$ cat src/rtl/bpred_pkg.sv
package bpred_pkg;

  typedef enum logic [1:0] {
    MODE_LOWPWR = 2'b00,
    MODE_NORMAL = 2'b01,
    MODE_PERF   = 2'b10,
    MODE_PERF_X = 2'b11
  } bpred_mode_e;

  localparam logic [1:0] CTR_INIT = 2'b01;

  // Both high-performance encodings have bit 1 set
  function automatic logic mode_is_perf(input logic [1:0] m);
    return m[1];
  endfunction

  // Two-bit saturating counter step
  function automatic logic [1:0] ctr_step(input logic [1:0] c, input logic taken);
    logic [1:0] n;
    n = c;
    if (taken && c != 2'b11) n = c + 2'b01;
    else if (!taken && c != 2'b00) n = c - 2'b01;
    return n;
  endfunction

endpackage

$ cat src/rtl/bpred_mode_reg.sv
module bpred_mode_reg
  import bpred_pkg::*;
(
  input  logic       clk,
  input  logic       rst_n,
  input  logic       wr_en,
  input  logic [1:0] wr_data,
  output logic [1:0] mode_q,
  output logic       perf_on,
  output logic       enter_perf
);

  always_ff @(posedge clk or negedge rst_n) begin
    if (!rst_n) mode_q <= MODE_PERF;
    else if (wr_en) mode_q <= wr_data;
  end

  assign perf_on    = mode_is_perf(mode_q);
  assign enter_perf = wr_en && mode_is_perf(wr_data) && !perf_on;

endmodule

$ cat src/rtl/bpred_ghr.sv
module bpred_ghr #(
  parameter int HIST_W = 8
) (
  input  logic              clk,
  input  logic              rst_n,
  input  logic              clr,
  input  logic              shift_en,
  input  logic              bit_in,
  output logic [HIST_W-1:0] hist_o
);

  logic [HIST_W-1:0] hist_q;

  always_ff @(posedge clk or negedge rst_n) begin
    if (!rst_n) hist_q <= '0;
    else if (clr) hist_q <= '0;
    else if (shift_en) hist_q <= {hist_q[HIST_W-2:0], bit_in};
  end

  assign hist_o = hist_q;

endmodule

$ cat src/rtl/bpred_pht.sv
module bpred_pht
  import bpred_pkg::*;
#(
  parameter int IDX_W = 8
) (
  input  logic             clk,
  input  logic             rst_n,
  input  logic             en,
  input  logic [IDX_W-1:0] rd_idx,
  output logic [1:0]       rd_ctr,
  input  logic             wr_req,
  input  logic [IDX_W-1:0] wr_idx,
  input  logic             wr_taken
);

  localparam int DEPTH = 1 << IDX_W;

  logic [1:0] ctr_q [DEPTH];

  always_ff @(posedge clk or negedge rst_n) begin
    if (!rst_n) begin
      for (int i = 0; i < DEPTH; i++) ctr_q[i] <= CTR_INIT;
    end else if (en && wr_req) begin
      ctr_q[wr_idx] <= ctr_step(ctr_q[wr_idx], wr_taken);
    end
  end

  assign rd_ctr = ctr_q[rd_idx];

endmodule

$ cat src/rtl/mode_bpred.sv
module mode_bpred
  import bpred_pkg::*;
#(
  parameter int HIST_W = 8
) (
  input  logic              clk,
  input  logic              rst_n,
  input  logic              mode_wr_en,
  input  logic [1:0]        mode_wr_data,
  output logic [1:0]        mode_o,
  input  logic [HIST_W-1:0] lookup_pc,
  output logic              predict_taken,
  input  logic              resolve_valid,
  input  logic [HIST_W-1:0] resolve_pc,
  input  logic              resolve_taken,
  output logic              table_en
);

  localparam int IDX_W = HIST_W;

  logic              perf_on;
  logic              enter_perf;
  logic [HIST_W-1:0] hist_w;
  logic [1:0]        rd_ctr;
  logic [IDX_W-1:0]  rd_idx;
  logic [IDX_W-1:0]  wr_idx;
  logic              upd_fire;

  bpred_mode_reg u_mode (
    .clk        (clk),
    .rst_n      (rst_n),
    .wr_en      (mode_wr_en),
    .wr_data    (mode_wr_data),
    .mode_q     (mode_o),
    .perf_on    (perf_on),
    .enter_perf (enter_perf)
  );

  assign upd_fire = perf_on && resolve_valid;
  assign rd_idx   = lookup_pc ^ hist_w;
  assign wr_idx   = resolve_pc ^ hist_w;

  bpred_ghr #(.HIST_W(HIST_W)) u_ghr (
    .clk      (clk),
    .rst_n    (rst_n),
    .clr      (enter_perf),
    .shift_en (upd_fire),
    .bit_in   (resolve_taken),
    .hist_o   (hist_w)
  );

  bpred_pht #(.IDX_W(IDX_W)) u_pht (
    .clk      (clk),
    .rst_n    (rst_n),
    .en       (perf_on),
    .rd_idx   (rd_idx),
    .rd_ctr   (rd_ctr),
    .wr_req   (resolve_valid),
    .wr_idx   (wr_idx),
    .wr_taken (resolve_taken)
  );

  assign table_en      = perf_on;
  assign predict_taken = perf_on && rd_ctr[1];

endmodule

$ cat config.mk
export PLATFORM = sky130hd
export DESIGN_NAME = mode_bpred
export DESIGN_NICKNAME = d
export VERILOG_FILES = /design/src/rtl/bpred_pkg.sv /design/src/rtl/bpred_mode_reg.sv /design/src/rtl/bpred_ghr.sv /design/src/rtl/bpred_pht.sv /design/src/rtl/mode_bpred.sv
export SDC_FILE = /design/constraint.sdc
export NUM_CORES = 1
export LEC_CHECK = 0
export ABC_CLOCK_PERIOD_IN_PS = 4300
export CORE_MARGIN = 3
export CORE_UTILIZATION = 45
export CTS_BUF_LIST = sky130_fd_sc_hd__clkbuf_4 sky130_fd_sc_hd__clkbuf_8
export CTS_CLUSTER_DIAMETER = 50
export DETAILED_ROUTE_END_ITERATION = 8
export PLACE_DENSITY = 0.71
export SYNTH_ARGS = -nofsm -noshare
export SYNTH_HDL_FRONTEND = slang
export SYNTH_SLANG_ARGS = --single-unit
export TNS_END_PERCENT = 50
$ cat constraint.sdc
create_clock -name clk -period 4.3 [get_ports clk]
set_input_delay 0.645 -clock clk [delete_from_list [all_inputs] [get_ports clk]]
set_output_delay 0.645 -clock clk [all_outputs]
set_load 0.005 [all_outputs]
* Word level (Yosys, flattened, before mapping)
Index checks and enable logic that the tools add are counted.
Word-level totals: register bits after elaboration 522, bits of input ports 23, output and inout bits 4, logic and storage cells 293
Cells by class: add/subtract/negate cells 2, order comparisons 3, eq/ne operators 1, mux-type cells 14, bitwise operators 4, reductions and logical operators 11
Operators by type and width (number):
- $bwmux W512 | 1
- $bmux W2 S8 | 2
- $ge A9 B9 Y1 const B | 2
- $not A8 Y9 | 2
- $demux W2 S8 | 1
- $mux W2 | 8
- $mux W8 | 2
- $xor A8 B8 Y8 | 2
- $lt A9 B1 Y1 const B | 1
- $logic_and A1 B1 Y1 | 7
- $reduce_bool A2 Y1 | 2
- $add A2 B1 Y2 const B | 1
- $logic_not A1 Y1 | 2
- $ne A2 B2 Y1 const B | 1
- $sub A2 B1 Y2 const B | 1

* Logic depth before layout (Yosys ltp)
Gate-level depths: netlist (run 1).
depth in word-level cells 11, gate-level depth with buffers 22, depth with buffers taken out 14

* Cells and area by module
Synthesis (run 1) repeated with hierarchy kept, for this count alone.
Second synthesis, totals: cell total of the unflattened synthesis 2644, area, all modules 31108.6 um2
Modules (own cells, without submodules):
- bpred_pht | times used 1, cells each 2594, area an instance 30539.3 um2, sequential area each 13132.6 um2
- bpred_ghr | times used 1, cells each 26, area an instance 325.3 um2, sequential area each 200.2 um2
- mode_bpred | times used 1, cells each 18, area an instance 152.6 um2, sequential area each 0.0 um2
- bpred_mode_reg | times used 1, cells each 6, area an instance 91.3 um2, sequential area each 51.3 um2

* Worst setup path before layout (run 1)
No wires, ideal clock.
path type input -> register, from input resolve_pc[1], to register u_pht.ctr_q[75] in the netlist's numbering, setup time 125 ps, arrival time 4057 ps, required time 4175 ps, setup slack 118 ps, stages 20, buffers on the path 7, cells stage by stage xor2_4 > buf_6 > buf_6 > buf_6 > buf_6 > buf_4 > mux4_2 > a22oi_1 > nand2_1 > a22oi_1 > nand3_1 > nor4bb_1 > and2_1 > inv_1 > ha_1 > o21ai_0 > o22ai_2 > buf_4 > buf_6 > mux2_2
On the way: longest elaborated chain between the ends 11, elaborated cells between the ends (all ways) 20, those cells by class add/sub (2); order compare (2); eq/ne (1); mux (9); bitwise (2); reduce/logical (4)
Ends and longest elaborated chain:
- start: declaration | RTL line mode_bpred.sv:14 | input logic [HIST_W-1:0] resolve_pc,
- $xor A8 B8 Y8 * | RTL line mode_bpred.sv:41 | assign wr_idx = resolve_pc ^ hist_w;
- $not A8 Y9 (not written as such) * | RTL line bpred_pht.sv:24 | ctr_q[wr_idx] <= ctr_step(ctr_q[wr_idx], wr_taken);
- parallel branches: the longest is 8 deep, another holds $sub A2 B1 Y2
- $bwmux W512 * | RTL line bpred_pht.sv:24
- end signal: indexed assignment | RTL line bpred_pht.sv:24
- end: declaration | RTL line bpred_pht.sv:18 | logic [1:0] ctr_q [DEPTH];
Mark *: on every way between the ends. The select of a mux whose other input is x is not followed. A chain may end at the register's enable or synchronous reset.

* Worst setup path in the final report (run 1)
from register u_ghr.hist_q[0] (netlist: u_ghr.hist_o[0]), to output predict_taken
On the way: longest elaborated chain between the ends 6
Ends and longest elaborated chain:
- start: declaration | RTL line bpred_ghr.sv:12 | logic [HIST_W-1:0] hist_q;
- start signal: assignment | RTL line bpred_ghr.sv:17 | else if (shift_en) hist_q <= {hist_q[HIST_W-2:0], bit_in};
- $xor A8 B8 Y8 | RTL line mode_bpred.sv:40 | assign rd_idx = lookup_pc ^ hist_w;
- $not A8 Y9 (not written as such) | RTL line bpred_pht.sv:28 | assign rd_ctr = ctr_q[rd_idx];
- $bmux W2 S8 | RTL line bpred_pht.sv:28
- $mux W2 (not written as such) (2 in series) | RTL line bpred_pht.sv:28
- $logic_and A1 B1 Y1 | RTL line mode_bpred.sv:64 | assign predict_taken = perf_on && rd_ctr[1];
- end: declaration | RTL line mode_bpred.sv:12 | output logic predict_taken,
No other way between the ends. The select of a mux whose other input is x is not followed.

==> results of run 1 <==
routing by layer:
layer	share of wire	global-route usage
met5	0.00030	0
met4	0.053	0.142
met3	0.11	0.0935
met2	0.45	0.411
met1	0.39	0.358
cell usage in the layout (no fill, tap or decap), types with 10 or more instances in the layout:
| cell | netlist | final |
|---|---|---|
| buf_16 | 0 | 16 |
| mux4_2 | 202 | 202 |
| dfstp_2 | 257 | 257 |
| nor2_1 | 40 | 23 |
| mux2i_1 | 23 | 22 |
| nor2_2 | 0 | 17 |
| mux2_2 | 266 | 265 |
| a22o_1 | 11 | 11 |
| nand2_1 | 588 | 588 |
| buf_4 | 12 | 200 |
| clkbuf_4 | 0 | 26 |
| o21ai_0 | 258 | 246 |
| clkdlybuf4s50_1 | 0 | 22 |
| clkbuf_8 | 0 | 128 |
| dfrtp_1 | 265 | 263 |
| nand4_1 | 10 | 10 |
| buf_12 | 0 | 56 |
| nand3_1 | 27 | 26 |
| o21ai_1 | 2 | 14 |
cells by family after synthesis:
family,Yosys count,share of synthesized area
DFF,522,0.494
muxes,497,0.292
AOI/OAI and AO/OA,317,0.0649
buffers and inverters,155,0.0368
and+or+nand+nor,687,0.101
xor gates and xnor gates,25,0.0100
adders and majority gates,2,0.000924
layout make-up:
class / count / share of cell area
sequential: 522 / 0.406
clock buffer: 154 / 0.0593
clock inverter: 14 / 0.00478
tap: 773 / 0.0293
timing repair buffer: 308 / 0.106
antenna: 2 / 0.000152
inverter: 4 / 0.000455
multi-input combinational: 1528 / 0.394
stage by stage:
stage	util	hold slack, ns	power (uW)	cells
floorplan	-	0.349	7650	2205
global placement	0.504	0.456	9030	3088
detailed placement	0.504	0.459	9110	3088
CTS	0.550	0.0840	14800	3278
global route	0.557	0.143	15500	3303
finish	0.557	0.0885	15000	3305
registers in the layout, summed over array words and instances, names as in the netlist:
name and count:
u_ghr.hist_o 8, u_mode.mode_q 2, u_pht.ctr_q 512
power by group through the flow:
stage	logic (uW)	registers [uW]	clock network, uW
6_report	4300	5520	5170
5_1_grt	4470	5550	5470
2_1_floorplan	2150	5500	0
4_1_cts	4010	5510	5250
3_3_place_gp	3460	5570	0
3_5_place_dp	3520	5590	0
final timing paths:
check | depth (start not counted) | end | slack, ns
setup / recovery | 11 | predict_taken | -0.34
hold / removal | 1 | u_pht.ctr_q[273]$_DFFE_PN0P_ | 0.09
setup reg to reg | 21 | u_pht.ctr_q[9]$_DFFE_PN0P_ | -0.30
hold reg to reg | 2 | u_pht.ctr_q[374]$_DFFE_PN1P_ | 0.47
max in group asynchronous | 2 | u_pht.ctr_q[352]$_DFFE_PN1P_ | 3.12
min in group clk | 2 | u_pht.ctr_q[374]$_DFFE_PN1P_ | 0.47
timing repair:
| item | CTS | global route |
|---|---|---|
| gates cloned | 12 | 4 |
| setup buffers | 10 | 22 |
| pin swaps | 10 | 10 |
| setup endpoints to repair | 508 | 508 |
| resized for setup | 39 | 39 |
| hold buffers | 0 | 0 |
| endpoints found under the hold margin | 0 | 0 |
==> impl_metrics.env, run 1 <==
export IMPL_area_sequential_sq_mm=0.0134
export IMPL_yosysWarningCount=0
export IMPL_die_w_microns=251
export IMPL_p_comb_frac=0.287
export IMPL_fillers=4713
export IMPL_p_int_uw=10300
export IMPL_slew_viol_final=0
export IMPL_wl_microns=86900
export IMPL_yosysMostFrequentCell="nand2_1"
export IMPL_fin_skew_ns=0.0507
export IMPL_avgSynthCellArea_sq_um=12.3
export IMPL_drive_gt1_frac=0.488
export IMPL_arrival_ns=4.00
export IMPL_initial_utilization=0.457
export IMPL_clock_sinks=522
export IMPL_rows=89
export IMPL_crit_start="u_ghr.hist_o[0]$_DFFE_PN0P_"
export IMPL_hold_viol=0
export IMPL_crit_chain="buf_4, xnor2_4, buf_12, buf_12, mux4_2, mux4_2, mux4_2, nor2b_4, a211oi_2, a211oi_2, buf_2"
export IMPL_h_tree_depth=3
export IMPL_fin_setup_tns_ns=-78.05
export IMPL_drt_vias_per_instance=6.18
export IMPL_endpoint_kind="output pin"
export IMPL_setup_viol=506
export IMPL_io_pins=27
export IMPL_grt_max_degree=118
export IMPL_synth_flop_cell="dfrtp_1"
export IMPL_firstDrtPassIters=7
export IMPL_place_area_sq_mm=0.0299
export IMPL_grt_pass1_vias=21215
export IMPL_synth_nets=2230
export IMPL_synth_edff_count=0
export IMPL_p_clk_frac=0.345
export IMPL_route_detailed_drc=0
export IMPL_synth_top_area_frac=0.249
export IMPL_cts_tree="yes"
export IMPL_outcome="complete, but fails checks"
export IMPL_ys_ff_latch=522
export IMPL_r2r_start="u_ghr.hist_o[0]$_DFFE_PN0P_"
export IMPL_overflow=0
export IMPL_die_area_sq_mm=0.0631
export IMPL_ys_seq_area_frac=0.494
export IMPL_critPathMostFrequentCell="mux4_2"
export IMPL_p_sw_uw=4730
export IMPL_min_period_ns=4.64
export IMPL_vias=20413
export IMPL_maxCapViolations=0
export IMPL_cts_root_buffer="clkbuf_8"
export IMPL_fin_ws_ns=-0.342
export IMPL_relSlewSlack=0.315
export IMPL_rsz0062_at_grt="yes"
export IMPL_fp_dieH_microns=251
export IMPL_critPathMaxFanout=8
export IMPL_core_sq_mm=0.0592
export IMPL_area_growth_pct=21.8
export IMPL_preCtsSetupSlack_ns=-1.05
export IMPL_period_share=1.08
export IMPL_switching_share=0.315
export IMPL_violations="setup timing"
export IMPL_fin_nets=2478
export IMPL_slowest_stage="mux4_2"
export IMPL_clk_pin_slew_ns=0.06
export IMPL_cts_buffers=89
export IMPL_worst_path_dominant_cell_family="multiplexers"
export IMPL_grt_pass1_wl_microns=131000
export IMPL_multi_input_area_sq_mm=0.0130
export IMPL_drt_iter0_drc=2444
export IMPL_synth_distinct_cells=50
export IMPL_yosys_area_top_type="dfstp_2"
export IMPL_p_leak_uw=0.0136
export IMPL_slowest_delay_ns=0.54
export IMPL_ys_async_sr_fraction=1.00
export IMPL_post_drt_wl_per_cell_microns=26.3
export IMPL_final_cell_area_sq_mm=0.0330
export IMPL_start_kind="register"
export IMPL_syn_inst=2205
export IMPL_cp_buffers_inverters=4
export IMPL_fmax_mhz=215
export IMPL_ir_worst_vdd_uv=261
export IMPL_synth_area_leaders="dfstp_2 25%, dfrtp_1 24%, mux4_2 17%"
export IMPL_tightest_slew_ns=1.03
export IMPL_port_buffers=26
export IMPL_clk_latency_ns=0.70
export IMPL_synth_commonest_cells="588 x nand2_1, 266 x mux2_2, 265 x dfrtp_1, 258 x o21ai_0, 257 x dfstp_2"
export IMPL_routabilityCongestion=0.949
export IMPL_cts_buffer_depth=3
export IMPL_ant_nets=0
export IMPL_synth_cell_area_sq_mm=0.0271
export IMPL_dp_hpwl_microns=55800
export IMPL_hp_class="in2async"
export IMPL_criticalPathCategory="reg2out"
export IMPL_grtUsageTotal=0.275
export IMPL_required_ns=3.65
export IMPL_pwr_share_seq=0.368
export IMPL_antenna_found_initial=2
export IMPL_powerDensity_mw_per_mm2=455
Note: power is estimated with default switching activity, not from simulation.
==> inputs of run 2 (changes only) <==
--- a/config.mk
+++ b/config.mk
@@ -6,7 +6,6 @@
 export NUM_CORES = 1
 export LEC_CHECK = 0
 export ABC_CLOCK_PERIOD_IN_PS = 4300
-export CORE_MARGIN = 3
 export CORE_UTILIZATION = 45
 export CTS_BUF_LIST = sky130_fd_sc_hd__clkbuf_4 sky130_fd_sc_hd__clkbuf_8
 export CTS_CLUSTER_DIAMETER = 50
==> impl_metrics.env, run 2 (synthesis results as in run 1) <==
export IMPL_fin_ws_ns=-0.305
export IMPL_min_path_cells=2
export IMPL_firstDrtPassIters=8
export IMPL_route_detailed_drc=2
export IMPL_ff2ff_setup_slack_ns=-0.26
export IMPL_worst_path_dominant_cell_family="multiplexers"
export IMPL_tightest_slew_ns=1.13
export IMPL_total_power_uw=15200
export IMPL_start_kind="register"
export IMPL_grt_pass1_wl_microns=129000
export IMPL_io_pins=27
export IMPL_drive_gt1_frac=0.495
export IMPL_crit_chain="xnor2_4, buf_6, buf_12, buf_12, mux4_2, mux4_2, mux4_2, nor2b_4, a211oi_4, a211oi_2, buf_2"
export IMPL_dp_hpwl_microns=55000
export IMPL_required_ns=3.65
export IMPL_port_buffers=26
export IMPL_drt_iter0_drc=2428
export IMPL_fp_dieH_microns=247
export IMPL_period_share=1.07
export IMPL_whs_endpoint="u_pht.ctr_q[6]$_DFFE_PN1P_"
export IMPL_p_leak_uw=0.0137
export IMPL_p_clk_frac=0.345
export IMPL_cts_root_buffer="clkbuf_8"
export IMPL_largest_reg_flops=512
export IMPL_clock_sinks=522
export IMPL_rows=89
export IMPL_rsz0062_at_grt="yes"
export IMPL_hp_start="u_pht.ctr_q[6]$_DFFE_PN1P_"
export IMPL_h_tree_depth=3
export IMPL_layout_common_cells="583 x nand2_1, 264 x dfrtp_1, 257 x o21ai_0, 257 x dfstp_2, 256 x mux2_2"
export IMPL_cts_buffers=93
export IMPL_fin_setup_tns_ns=-53.76
export IMPL_p_sw_uw=4900
export IMPL_cts_tree="yes"
export IMPL_arrival_ns=3.96
export IMPL_critPathMostFrequentCell="mux4_2"
export IMPL_core_sq_mm=0.0592
export IMPL_violations="DRC, setup timing"
export IMPL_post_drt_wl_per_cell_microns=26.5
export IMPL_r2r_end="u_pht.ctr_q[59]$_DFFE_PN0P_"
export IMPL_worstRegToRegCells=22
export IMPL_overflow=0
export IMPL_p_int_uw=10300
export IMPL_endpoint_kind="output pin"
export IMPL_grt_pass1_vias=20799
export IMPL_maxCapViolations=0
export IMPL_clk_pin_slew_ns=0.06
export IMPL_antenna_found_initial=4
export IMPL_cp_buffers_inverters=4
export IMPL_vias=20595
export IMPL_fin_skew_ns=0.0497
export IMPL_slew_viol_final=0
export IMPL_final_common_cell="nand2_1"
export IMPL_hold_viol=0
export IMPL_die_area_sq_mm=0.0611
export IMPL_grt_max_degree=103
export IMPL_slowest_stage="mux4_2"
export IMPL_pwr_share_seq=0.364
export IMPL_r2r_start="u_ghr.hist_o[0]$_DFFE_PN0P_"
export IMPL_fmax_mhz=217
export IMPL_fin_nets=2476
export IMPL_hp_class="reg2reg"
export IMPL_cts_buffer_depth=3
export IMPL_wl_microns=87600
export IMPL_ant_nets=0
export IMPL_initial_utilization=0.457
export IMPL_clk_latency_ns=0.72
export IMPL_relSlewSlack=0.243
export IMPL_drt_vias_per_instance=6.23
export IMPL_grtUsageTotal=0.286
export IMPL_regMostFlops="u_pht.ctr_q"
export IMPL_routabilityCongestion=0.959
export IMPL_min_period_ns=4.60
export IMPL_area_growth_pct=22.3
export IMPL_area_sequential_sq_mm=0.0134
export IMPL_fillers=4751
export IMPL_outcome="complete, but fails checks"
export IMPL_die_w_microns=247
export IMPL_multi_input_area_sq_mm=0.0132
export IMPL_critPathMaxFanout=10
export IMPL_powerDensity_mw_per_mm2=459
export IMPL_ir_worst_vdd_uv=237
export IMPL_criticalPathCategory="reg2out"
export IMPL_slowest_delay_ns=0.52
export IMPL_switching_share=0.323
export IMPL_setup_viol=483
export IMPL_p_comb_frac=0.291
[run 2: cell count changes in the layout (fill, tap and decap cells not counted), moves of 6 or more]
cell | before | now
mux2_4 | 1 | 10
o21ai_0 | 246 | 257
buf_6 | 5 | 15
o21ai_1 | 14 | 2
clkbuf_16 | 4 | 10
clkbuf_8 | 128 | 112
buf_12 | 56 | 45
buf_4 | 200 | 186
clkinv_2 | 7 | 16
mux2_2 | 265 | 256
[run 2: final cells by class]
| cell class | count | share of cell area |
|---|---|---|
| timing repair buffer | 302 | 0.104 |
| inverter | 4 | 0.000453 |
| clock inverter | 34 | 0.0110 |
| sequential | 522 | 0.404 |
| multi-input combinational | 1528 | 0.397 |
| clock buffer | 141 | 0.0531 |
| tap | 773 | 0.0292 |
| antenna | 2 | 0.000151 |
[run 2: routing by layer]
layer / global-route usage / part of all wire
met1: 0.389 / 0.40
met2: 0.429 / 0.45
met3: 0.0722 / 0.11
met4: 0.135 / 0.047
met5: 0 / 0.00050
[run 2: stage by stage]
step           setup WS [ns]  std cells  area (sq um)  utilization  hold WS [ns]
2_1_floorplan          0.118       2205         27100            -         0.349
3_3_place_gp           -1.05       3064         29600        0.500         0.453
3_5_place_dp           -1.03       3064         29600        0.500         0.464
4_1_cts               -0.304       3266         32300        0.545         0.461
5_1_grt               -0.367       3306         33100        0.559         0.487
6_report              -0.305       3306         33100        0.559         0.475
[run 2: worst max-delay path by stage]
| stage | cells after the start | slack (ns) | start | endpoint |
|---|---|---|---|---|
| after detailed placement | 10 | -1.03 | lookup_pc[0] | predict_taken |
| after global placement | 10 | -1.05 | lookup_pc[0] | predict_taken |
| after floorplan | 20 | 0.12 | resolve_pc[1] | u_pht.ctr_q[75]$_DFFE_PN0P_ |
| after CTS | 11 | -0.30 | u_ghr.hist_o[0]$_DFFE_PN0P_ | predict_taken |
| final | 11 | -0.30 | u_ghr.hist_o[0]$_DFFE_PN0P_ | predict_taken |
| after global routing | 11 | -0.37 | u_ghr.hist_o[0]$_DFFE_PN0P_ | predict_taken |
[run 2: what timing repair did]
action,CTS,global route
endpoints found under the setup margin,462,511
hold endpoints to repair,4,0
buffers inserted,17,26
pin swaps,8,25
gates cloned,9,13
hold buffers,1,0
resized for setup,40,79
[run 2: tightest hold or removal path: stages, from the launching register on]
cell     delay (ns)
dfstp_2        0.37
nand2_1        0.04
o21ai_0        0.06
[run 2: power by group through the flow]
stage | registers (uW) | clock network [uW] | logic [uW]
after floorplan | 5500 | 0 | 2150
after global placement | 5560 | 0 | 3290
after detailed placement | 5590 | 0 | 3350
after CTS | 5510 | 5300 | 3850
after global routing | 5550 | 5530 | 4600
final | 5520 | 5240 | 4420
